==> src/rtl/dcc_pkg.sv <==
package dcc_pkg;
  localparam int ERR_W = 4;
  localparam int ERR_FRAME  = 0;
  localparam int ERR_SUB    = 1;
  localparam int ERR_PROLOG = 2;
  localparam int ERR_ITER   = 3;

  typedef enum logic [1:0] {
    MODE_SOLO  = 2'd0,
    MODE_SHR_A = 2'd1,
    MODE_SHR_B = 2'd2,
    MODE_SHR_C = 2'd3
  } op_mode_e;
endpackage

==> src/rtl/dcc_rule_eval.sv <==
module dcc_rule_eval
  import dcc_pkg::*;
#(
  parameter int FRAME_W     = 15,
  parameter int SUB_W       = 13,
  parameter int PRO_W       = 6,
  parameter int ITER_W      = 5,
  parameter int SOLO_MIN    = 40,
  parameter int SOLO_MAX    = 20730,
  parameter int SHR_AB_MIN  = 256,
  parameter int SHR_C_MIN   = 128,
  parameter int SHR_MAX     = 20480,
  parameter int ALIGN_LOG2  = 8,
  parameter int SUB_MAX     = 5114,
  parameter int PRO_MIN     = 4,
  parameter int PRO_MAX     = 48
) (
  input  logic [1:0]         mode_i,
  input  logic [FRAME_W-1:0] frame_i,
  input  logic [SUB_W-1:0]   sub_i,
  input  logic [PRO_W-1:0]   prolog_i,
  input  logic [ITER_W-1:0]  min_i,
  input  logic [ITER_W-1:0]  max_i,
  output logic [ERR_W-1:0]   fail_o
);
  localparam int FW = FRAME_W + 1;
  localparam logic [FW-1:0] SOLO_LO = FW'(SOLO_MIN);
  localparam logic [FW-1:0] SOLO_HI = FW'(SOLO_MAX);
  localparam logic [FW-1:0] AB_LO   = FW'(SHR_AB_MIN);
  localparam logic [FW-1:0] C_LO    = FW'(SHR_C_MIN);
  localparam logic [FW-1:0] SHR_HI  = FW'(SHR_MAX);
  localparam logic [SUB_W:0] SUB_HI = (SUB_W+1)'(SUB_MAX);
  localparam logic [PRO_W:0] PRO_LO = (PRO_W+1)'(PRO_MIN);
  localparam logic [PRO_W:0] PRO_HI = (PRO_W+1)'(PRO_MAX);

  logic [FW-1:0]    frame_x;
  logic [SUB_W:0]   sub_x;
  logic [PRO_W:0]   pro_x;
  logic             misaligned;
  logic             frame_bad;

  assign frame_x    = {1'b0, frame_i};
  assign sub_x      = {1'b0, sub_i};
  assign pro_x      = {1'b0, prolog_i};
  assign misaligned = |frame_i[ALIGN_LOG2-1:0];

  always_comb begin
    unique case (op_mode_e'(mode_i))
      MODE_SOLO:             frame_bad = (frame_x < SOLO_LO) || (frame_x > SOLO_HI);
      MODE_SHR_A, MODE_SHR_B: frame_bad = (frame_x < AB_LO) || (frame_x > SHR_HI) || misaligned;
      default:               frame_bad = (frame_x < C_LO) || (frame_x > SHR_HI);
    endcase
  end

  always_comb begin
    fail_o             = '0;
    fail_o[ERR_FRAME]  = frame_bad;
    fail_o[ERR_SUB]    = sub_x > SUB_HI;
    fail_o[ERR_PROLOG] = (pro_x < PRO_LO) || (pro_x > PRO_HI);
    fail_o[ERR_ITER]   = min_i > max_i;
  end
endmodule

==> config.mk <==
export PLATFORM = sky130hd
export DESIGN_NAME = dcc_rule_eval
export DESIGN_NICKNAME = d
export VERILOG_FILES = /design/src/rtl/dcc_pkg.sv /design/src/rtl/dcc_rule_eval.sv
export SDC_FILE = /design/constraint.sdc
export NUM_CORES = 1
export LEC_CHECK = 0
export BUFFER_PORTS_ARGS = -buffer_cell sky130_fd_sc_hd__buf_2
export CORE_AREA = 2 2 39 41
export DETAILED_ROUTE_END_ITERATION = 10
export DIE_AREA = 0 0 41 43
export PLACE_DENSITY = 0.73
export SLEW_MARGIN = 5
export SYNTH_ARGS = -nofsm -noshare
export SYNTH_HDL_FRONTEND = slang
export SYNTH_SLANG_ARGS = --single-unit
==> constraint.sdc <==
create_clock -name vclk -period 4.3
set_input_delay 1.29 -clock vclk [all_inputs]
set_output_delay 1.29 -clock vclk [all_outputs]
set_load 0.03 [all_outputs]
After elaboration in Yosys (flattened, before gate mapping). Cells that the tools add are included.

Register bits after elaboration: 0.

Reductions and logical operators: 8. Magnitude comparators: 9. Eq/ne operators: 2. Multiplexer cells: 1.

Operators with widths (count): greater-than comparator 15 bit, second input constant (2); less-than comparator 15 x 6 -> 1 bit, second input constant (1); less-than comparator 15 x 8 -> 1 bit, second input constant (1); less-than comparator 15 x 9 -> 1 bit, second input constant (1); greater-than comparator 13 bit, second input constant (1); OR reduction 8 bit (1); greater-than comparator 6 bit, second input constant (1); less-than comparator 6 x 3 -> 1 bit, second input constant (1); greater-than comparator 5 bit (1); logical OR 1 bit (5); == test 2 x 1 -> 1 bit, second input constant (1); == test 2 bit, second input constant (1); zero test 2 bit (1); case mux 1 bit (2 select lines) (1); OR reduction 2 bit (1).

Depth between registers and ports, before layout. Gate-level depths: netlist of run 1.

Depth in word-level cells: 4. Depth in mapped cells: 7.

Least setup slack after synthesis of run 1. No wires, ideal clock.

Kind: input port to output port. From: input frame_i[11]. To: output fail_o[0]. Path buffers: 1. Required time: 3010 ps. Stages on the path: 6. Data arrival time: 2677 ps. Slack: 333 ps. Cells stage by stage: or4_4 > a22o_1 > or3_1 > a21oi_1 > a32oi_1 > buf_4.

Cells in the longest elaborated chain, start to end: 4. Elaborated cells between the ends (all ways): 10. Those cells by class: order compare (5); mux (1); reduce/logical (4).

RTL lines: start, declared (RTL line dcc_rule_eval.sv:19) `input logic [FRAME_W-1:0] frame_i,`; less-than comparator 15 x 9 -> 1 bit or greater-than comparator 15 bit (tied branches) (RTL line dcc_rule_eval.sv:50, dcc_rule_eval.sv:51); logical OR 1 bit (2 in a row) (RTL line dcc_rule_eval.sv:50) `MODE_SHR_A, MODE_SHR_B: frame_bad = (frame_x < AB_LO) || (frame_x > SHR_HI) || misaligned;`; case mux 1 bit (2 select lines) (*) (RTL line dcc_rule_eval.sv:48) `unique case (op_mode_e'(mode_i))`; end, declared (RTL line dcc_rule_eval.sv:24) `output logic [ERR_W-1:0] fail_o`.

Every way passes the cells marked *; elsewhere a longest branch is shown, timed or not.

Worst setup path in the final report of run 1. Ends and elaborated chain as after synthesis.

==> impl_metrics.csv, run 1 <==
group,metric,value,unit
cells_and_area,final_util,0.454,
critical_path,crit_family,"simple AND/OR/NAND/NOR gates",
yosys,ys_types,29,
pwr,p_leak,0.000360,uW
yosys,yosys_warnings,0,
route,routed-wl-met2,600,um
clock_network,hold_buffers,0,
floorplan,io_pins,50,
cells_and_area,diodes,0,
sta,slew_headroom,0.793,
critical_path,cp-endpoint,"fail_o[0]",
sta,grt_setup_unrepaired,"false",
yosys,ys_top_cells_by_count,"8 x inv_1, 7 x ha_1",
cells_and_area,seq_cell_count,0,
cells_and_area,n_clock_buffer,0,
sta,fmax,0.241,GHz
route,met3_length,74,um
sta,tns,0,ns
critical_path,crit_path_start,"frame_i[11]",
critical_path,end_kind,"output pin",
place,post-dp-hpwl,1050,um
critical_path,crit_fanout,3,
route,top_layer_used,"met4",
pwr,p_total,55.9,uW
global_routing,grt_max_degree,6,
floorplan,die-area,1760,sq um
route,drtIter0Drc,9,
critical_path,required,3.01,ns
flow_run,drv_cap,0,
place,gp_congestion,0.858,
pwr,cellPowerDensity,89.1,nW/um^2
route,routed_wl,1110,um
outcome,outcome,"completed",
place,place_inst,117,
sta,final-max-slew-violation-count,0,
floorplan,start_util,0.264,
critical_path,critPathArrivalTime,2.86,ns
clock_network,ctsResizeCount,0,
yosys,synth_nets,105,
sta,period_needed,4.15,ns
route,firstDrtPassIters,4,
critical_path,critPathKind,"in -> out",
cells_and_area,regArea,0,sq um
sta,finalHoldViolCount,0,
floorplan,die_h,43,um
yosys,yosysTopAreaCell,"ha_1",
place,io_buffers,50,
yosys,synthMostInstantiatedCell,"inv_1",
floorplan,dieWidth,41,um
sta,setup_viol,0,
floorplan,fp-row-count,14,
sta,hold-worst-slack,2.89,ns
clock_network,post_cts_buffers,0,
critical_path,path_common_cell,"buf_2",
yosys,synth.top_cells.by_area,"ha_1 24%, inv_1 8.2%, o21a_1 6.2%",
cells_and_area,layout.cells.non_filler,117,
global_routing,grt_pass1_wl,1740,um
route,num_vias,578,
critical_path,critPathSlowestCell,"or4_4",
critical_path,cp_cell_sequence,"buf_2 > or4_4 > a22o_1 > or3_1 > a21oi_1 > a32oi_1 > buf_2",
route,routed_via_density,4.94,
yosys,synth.cell_area,365,sq um
cells_and_area,drive_above_1_share,0.515,
route,antenna_left,0,
critical_path,crit_cells,7,
cells_and_area,syn2layout_area_growth,71.9,%
worst_hold_path,hp-class,"in -> out",
global_routing,grt_antenna_before_repair,0,
route,drc_errors,0,
route,post_drt_wl_per_cell,9.48,um
critical_path,max_stage_delay,0.54,ns
yosys,syn_avg_cell_area,7.03,sq um
yosys,synth.top_cell.area_share,0.240,
critical_path,crit_buf_inv,2,
route,met1_length,409,um
critical_path,cp-start-kind,"input port",
yosys,ys_seq_area_frac,0,
global_routing,grt_overflow,0,
pwr,max-vdd-ir-drop,0.0301,mV
worst_hold_path,min-delay-start,"prolog_i[2]",
sta,post-route-period-util,0.964,
global_routing,grt_use_total,0.128,
cells_and_area,layout.nets,156,
global_routing,grt_pass1_vias,521,
sta,worst_pin_slew,0.308,ns
yosys,synthCells,52,
floorplan,core,1380,sq um
worst min-delay path, delay by kind of cell:
family | cells | cell delay [ns]
AOI/OAI and AO/OA | 1 | 0.05
buffers and inverters | 2 | 0.25
worst min path at each step:
stage,endpoint,slack (ns),cells past startpoint
2_1_floorplan,fail_o[2],2.76,1
3_3_place_gp,fail_o[2],2.88,3
3_5_place_dp,fail_o[2],2.88,3
4_1_cts,fail_o[2],2.88,3
5_1_grt,fail_o[2],2.90,3
6_report,fail_o[2],2.89,3
logic make-up (layout without fill, tap and decap cells):
group	Yosys count	count (layout)	synth area share
buffers and inverters	9	58	0.103
adders and majority gates	7	7	0.240
and+or+nand+nor	19	19	0.325
AOI/OAI and AO/OA	17	17	0.332
power breakdown:
part | internal (uW) | switching [uW]
Clock | 0 | 0
Combinational | 28.8 | 27.1
Sequential | 0 | 0
metal layers:
layer  global-route usage  vias up
met5                    0        -
met4               0.0267        0
met3                    0        4
met2                0.250       26
met1                0.139      251
li1                     -      297
area by class of cell:
type | instances | area, sq um
repair buffers | 50 | 250
multi-input cells | 43 | 328
well taps | 16 | 20.0
fillers | 159 | 756
inverters | 8 | 30.0
stage by stage:
step	instance area, sq um	setup WS [ns]
6_report	628	0.155
5_1_grt	628	0.116
4_1_cts	628	0.168
3_5_place_dp	628	0.172
3_3_place_gp	628	0.198
2_1_floorplan	365	0.333
layout by cell type, fill, tap and decap left out, types with 2 or more instances in the layout:
cell type / instances
nand4_1: 2
a21oi_1: 2
ha_1: 7
nor2_1: 3
o21ai_0: 3
nand3_1: 3
buf_2: 50
inv_1: 8
o21a_1: 3
Note: power is estimated with default switching activity, not from simulation.
==> inputs of run 2 (changes only) <==
--- a/config.mk
+++ b/config.mk
@@ -9,7 +9,7 @@
 export CORE_AREA = 2 2 39 41
 export DETAILED_ROUTE_END_ITERATION = 10
 export DIE_AREA = 0 0 41 43
-export PLACE_DENSITY = 0.73
+export PLACE_DENSITY = 0.74
 export SLEW_MARGIN = 5
 export SYNTH_ARGS = -nofsm -noshare
 export SYNTH_HDL_FRONTEND = slang
==> constraint.sdc (replaced) <==
create_clock -name vclk -period 3.9
set_input_delay 1.17 -clock vclk [all_inputs]
set_output_delay 1.17 -clock vclk [all_outputs]
set_load 0.03 [all_outputs]
==> impl_metrics.csv, run 2 (synthesis results as in run 1) <==
group,metric,value,unit
cells_and_area,final_util,0.472,
pwr,max-vdd-ir-drop,0.0419,mV
critical_path,critPathSlowestCell,"or4_4",
place,gp_congestion,0.748,
global_routing,grt_max_degree,6,
route,num_vias,545,
sta,slew_headroom,0.776,
route,antenna_left,0,
route,routed_wl,1060,um
place,place_inst,117,
worst_hold_path,hp-class,"in -> out",
global_routing,grt_pass1_wl,1750,um
critical_path,critPathArrivalTime,2.71,ns
route,post_drt_wl_per_cell,9.01,um
sta,fin_ws,0.0177,ns
cells_and_area,regArea,0,sq um
sta,fmax,0.258,GHz
critical_path,crit_fanout,3,
sta,period_needed,3.88,ns
worst_hold_path,min-delay-start,"prolog_i[2]",
flow_run,drv_cap,0,
cells_and_area,fillers,143,
global_routing,grt_use_total,0.130,
cells_and_area,seq_cell_count,0,
global_routing,grt_antenna_before_repair,0,
critical_path,max_stage_delay,0.54,ns
cells_and_area,diodes,0,
worst_hold_path,hold-path-endpoint,"fail_o[2]",
sta,grt_setup_unrepaired,"true",
outcome,outcome,"completed",
critical_path,critPathKind,"in -> out",
worst_hold_path,whs_path_depth,3,
global_routing,grt_pass1_vias,490,
pwr,cellPowerDensity,99.5,nW/um^2
cells_and_area,layout.cells.non_filler,118,
route,drc_errors,0,
sta,post-route-period-util,0.995,
cells_and_area,syn2layout_area_growth,78.8,%
floorplan,dieWidth,41,um
cells_and_area,layout.nets,157,
floorplan,io_pins,50,
critical_path,cp_cell_sequence,"buf_6 > or4_4 > a22o_1 > or3_4 > a21oi_2 > a32oi_1 > buf_4",
critical_path,crit_path_start,"frame_i[8]",
sta,tns,0,ns
cells_and_area,layout_common_cells,"48 x buf_2, 8 x inv_1, 7 x ha_1",
place,post-dp-hpwl,993,um
floorplan,core,1380,sq um
critical_path,required,2.73,ns
place,pre_cts_slack,0.00976,ns
clock_network,hold_buffers,0,
critical_path,cp-start-kind,"input port",
critical_path,end_kind,"output pin",
global_routing,grt_overflow,0,
sta,final-max-slew-violation-count,0,
route,drtIter0Drc,6,
cells_and_area,drive_above_1_share,0.539,
sta,finalHoldViolCount,0,
floorplan,die_h,43,um
cells_and_area,n_clock_buffer,0,
sta,setup_viol,0,
critical_path,crit_buf_inv,2,
floorplan,die-area,1760,sq um
floorplan,start_util,0.264,
sta,hold-worst-slack,2.64,ns
sta,worst_pin_slew,0.333,ns
route,routed_via_density,4.62,
route,firstDrtPassIters,4,
critical_path,crit_family,"simple AND/OR/NAND/NOR gates",
cells_and_area,final_common_cell,"buf_2",
place,io_buffers,50,
floorplan,fp-row-count,14,
pwr,p_leak,0.000370,uW
==> run 2: per-layer routing <==
metal  part of all wire  vias up  track usage
met3              0.034        0            0
met2               0.57       12        0.250
met4                  0        0            0
met1               0.40      234        0.158
met5                  0        -            0
li1                   -      299            -
==> run 2: layout make-up <==
cell class | count | area, sq um | area share
tap | 16 | 20.0 | 0.0307
multi-input combinational | 43 | 337 | 0.515
timing repair buffer | 51 | 267 | 0.408
inverter | 8 | 30.0 | 0.0460
==> run 2: where the power goes <==
part	switching (uW)	total, uW	internal (uW)
clock network	0	0	0
logic	30.4	65.0	34.6
registers	0	0	0
==> run 2: how the worst max path moves through the flow <==
stage	cells after the start	endpoint
floorplan	6	fail_o[0]
global placement	7	fail_o[0]
detailed placement	7	fail_o[0]
CTS	7	fail_o[0]
global route	7	fail_o[0]
finish	7	fail_o[0]
==> run 2: timing repair <==
| item | 4_1_cts | 5_1_grt |
|---|---|---|
| hold endpoints to repair | 0 | 0 |
| setup endpoints to repair | 0 | 1 |
| setup buffers | 0 | 1 |
| gates resized for setup | 0 | 4 |
==> run 2: tightest hold or removal path, stage by stage <==
cell and delay, ns:
buf_2 0.08, o41ai_1 0.05, buf_2 0.17
==> run 2: stage by stage <==
stage               instance area [sq um]  power (uW)
floorplan                             365        30.9
global placement                      628        60.6
detailed placement                    628        61.8
CTS                                   628        62.0
global route                          653        72.3
finish                                653        65.0
==> inputs of run 3 (changes only) <==
--- a/config.mk
+++ b/config.mk
@@ -9,6 +9,7 @@
 export CORE_AREA = 2 2 39 41
 export DETAILED_ROUTE_END_ITERATION = 10
 export DIE_AREA = 0 0 41 43
+export MAX_ROUTING_LAYER = met4
 export PLACE_DENSITY = 0.74
 export SLEW_MARGIN = 5
 export SYNTH_ARGS = -nofsm -noshare
==> constraint.sdc (replaced) <==
create_clock -name vclk -period 3.9
set_input_delay 0.39 -clock vclk [all_inputs]
set_output_delay 0.39 -clock vclk [all_outputs]
set_load 0.03 [all_outputs]
==> impl_metrics.csv, run 3 (synthesis results as in run 1) <==
group,metric,value,unit
sta,post-route-period-util,0.601,
sta,worst_pin_slew,0.314,ns
outcome,outcome,"completed",
critical_path,max_stage_delay,0.54,ns
global_routing,busiest_layer,"met2",
cells_and_area,drive_above_1_share,0.515,
route,antenna_left,0,
critical_path,critPathArrivalTime,1.95,ns
critical_path,crit_buf_inv,2,
cells_and_area,layout.cells.non_filler,117,
critical_path,cp-start-kind,"input port",
floorplan,die-area,1760,sq um
cells_and_area,regArea,0,sq um
floorplan,die_h,43,um
critical_path,required,3.51,ns
critical_path,critPathSlowestCell,"or4_4",
critical_path,crit_fanout,3,
route,num_vias,556,
cells_and_area,final_common_cell,"buf_2",
pwr,p_total,61.7,uW
cells_and_area,layout_common_cells,"50 x buf_2, 8 x inv_1, 7 x ha_1",
cells_and_area,seq_cell_count,0,
cells_and_area,diodes,0,
global_routing,use_met1,0.139,
sta,final-max-slew-violation-count,0,
sta,tns,0,ns
cells_and_area,final_util,0.454,
floorplan,io_pins,50,
route,drc_errors,0,
clock_network,ctsResizeCount,0,
sta,period_needed,2.34,ns
floorplan,fp-row-count,14,
critical_path,cp_cell_sequence,"buf_2 > or4_4 > a22o_1 > or3_1 > a21oi_1 > a32oi_1 > buf_2",
route,routed_via_density,4.75,
floorplan,dieWidth,41,um
place,place_inst,117,
cells_and_area,n_clock_buffer,0,
global_routing,grt_pass1_vias,491,
floorplan,core,1380,sq um
route,firstDrtPassIters,4,
route,post_drt_wl_per_cell,8.92,um
sta,slew_headroom,0.789,
clock_network,hold_buffers,0,
worst_hold_path,hp-class,"in -> out",
pwr,cellPowerDensity,98.2,nW/um^2
floorplan,start_util,0.264,
critical_path,path_common_cell,"buf_2",
sta,fmax,0.427,GHz
global_routing,grt_pass1_wl,1710,um
route,drtIter0Drc,4,
global_routing,use_met2,0.253,
sta,setup_viol,0,
global_routing,grt_antenna_before_repair,0,
route,routed_wl,1040,um
cells_and_area,syn2layout_area_growth,71.9,%
critical_path,end_kind,"output pin",
global_routing,grt_max_degree,6,
cells_and_area,layout.nets,156,
place,io_buffers,50,
sta,grt_setup_unrepaired,"false",
global_routing,grt_use_total,0.130,
flow_run,drv_cap,0,
critical_path,critPathKind,"in -> out",
place,post-dp-hpwl,1020,um
critical_path,crit_family,"simple AND/OR/NAND/NOR gates",
sta,finalHoldViolCount,0,
pwr,p_leak,0.000360,uW
clock_network,post_cts_buffers,0,
pwr,max-vdd-ir-drop,0.0423,mV
global_routing,grt_overflow,0,
place,gp_congestion,0.758,
global_routing,met3_usage,0.00524,
run 3: final timing paths:
kind   startpoint         to  slack (ns)  cells past startpoint
min   prolog_i[2]  fail_o[2]        1.08                      3
max   frame_i[11]  fail_o[0]        1.56                      7
run 3: area by class of cell:
| class | instances | area (sq um) |
|---|---|---|
| fillers | 144 | 756 |
| well taps | 16 | 20.0 |
| multi-input cells | 43 | 328 |
| repair buffers | 50 | 250 |
| inverters | 8 | 30.0 |
run 3: metal layers:
layer  share of wire  vias up
met5               0        -
met4               0        0
met3           0.030        0
met2            0.57       12
met1            0.39      245
li1                -      299
run 3: through the flow:
| stage | area, sq um | setup slack, ns | hold WS, ns |
|---|---|---|---|
| final | 628 | 1.56 | 1.08 |
| after global routing | 628 | 1.47 | 1.09 |
| after CTS | 628 | 1.57 | 1.09 |
| after global placement | 628 | 1.60 | 1.08 |
| after detailed placement | 628 | 1.57 | 1.08 |
| after floorplan | 365 | 1.73 | 0.957 |
run 3: report_power, final:
part	leakage (uW)	switching, uW	internal (uW)
registers	0	0	0
clock network	0	0	0
logic	0.000360	29.8	31.8
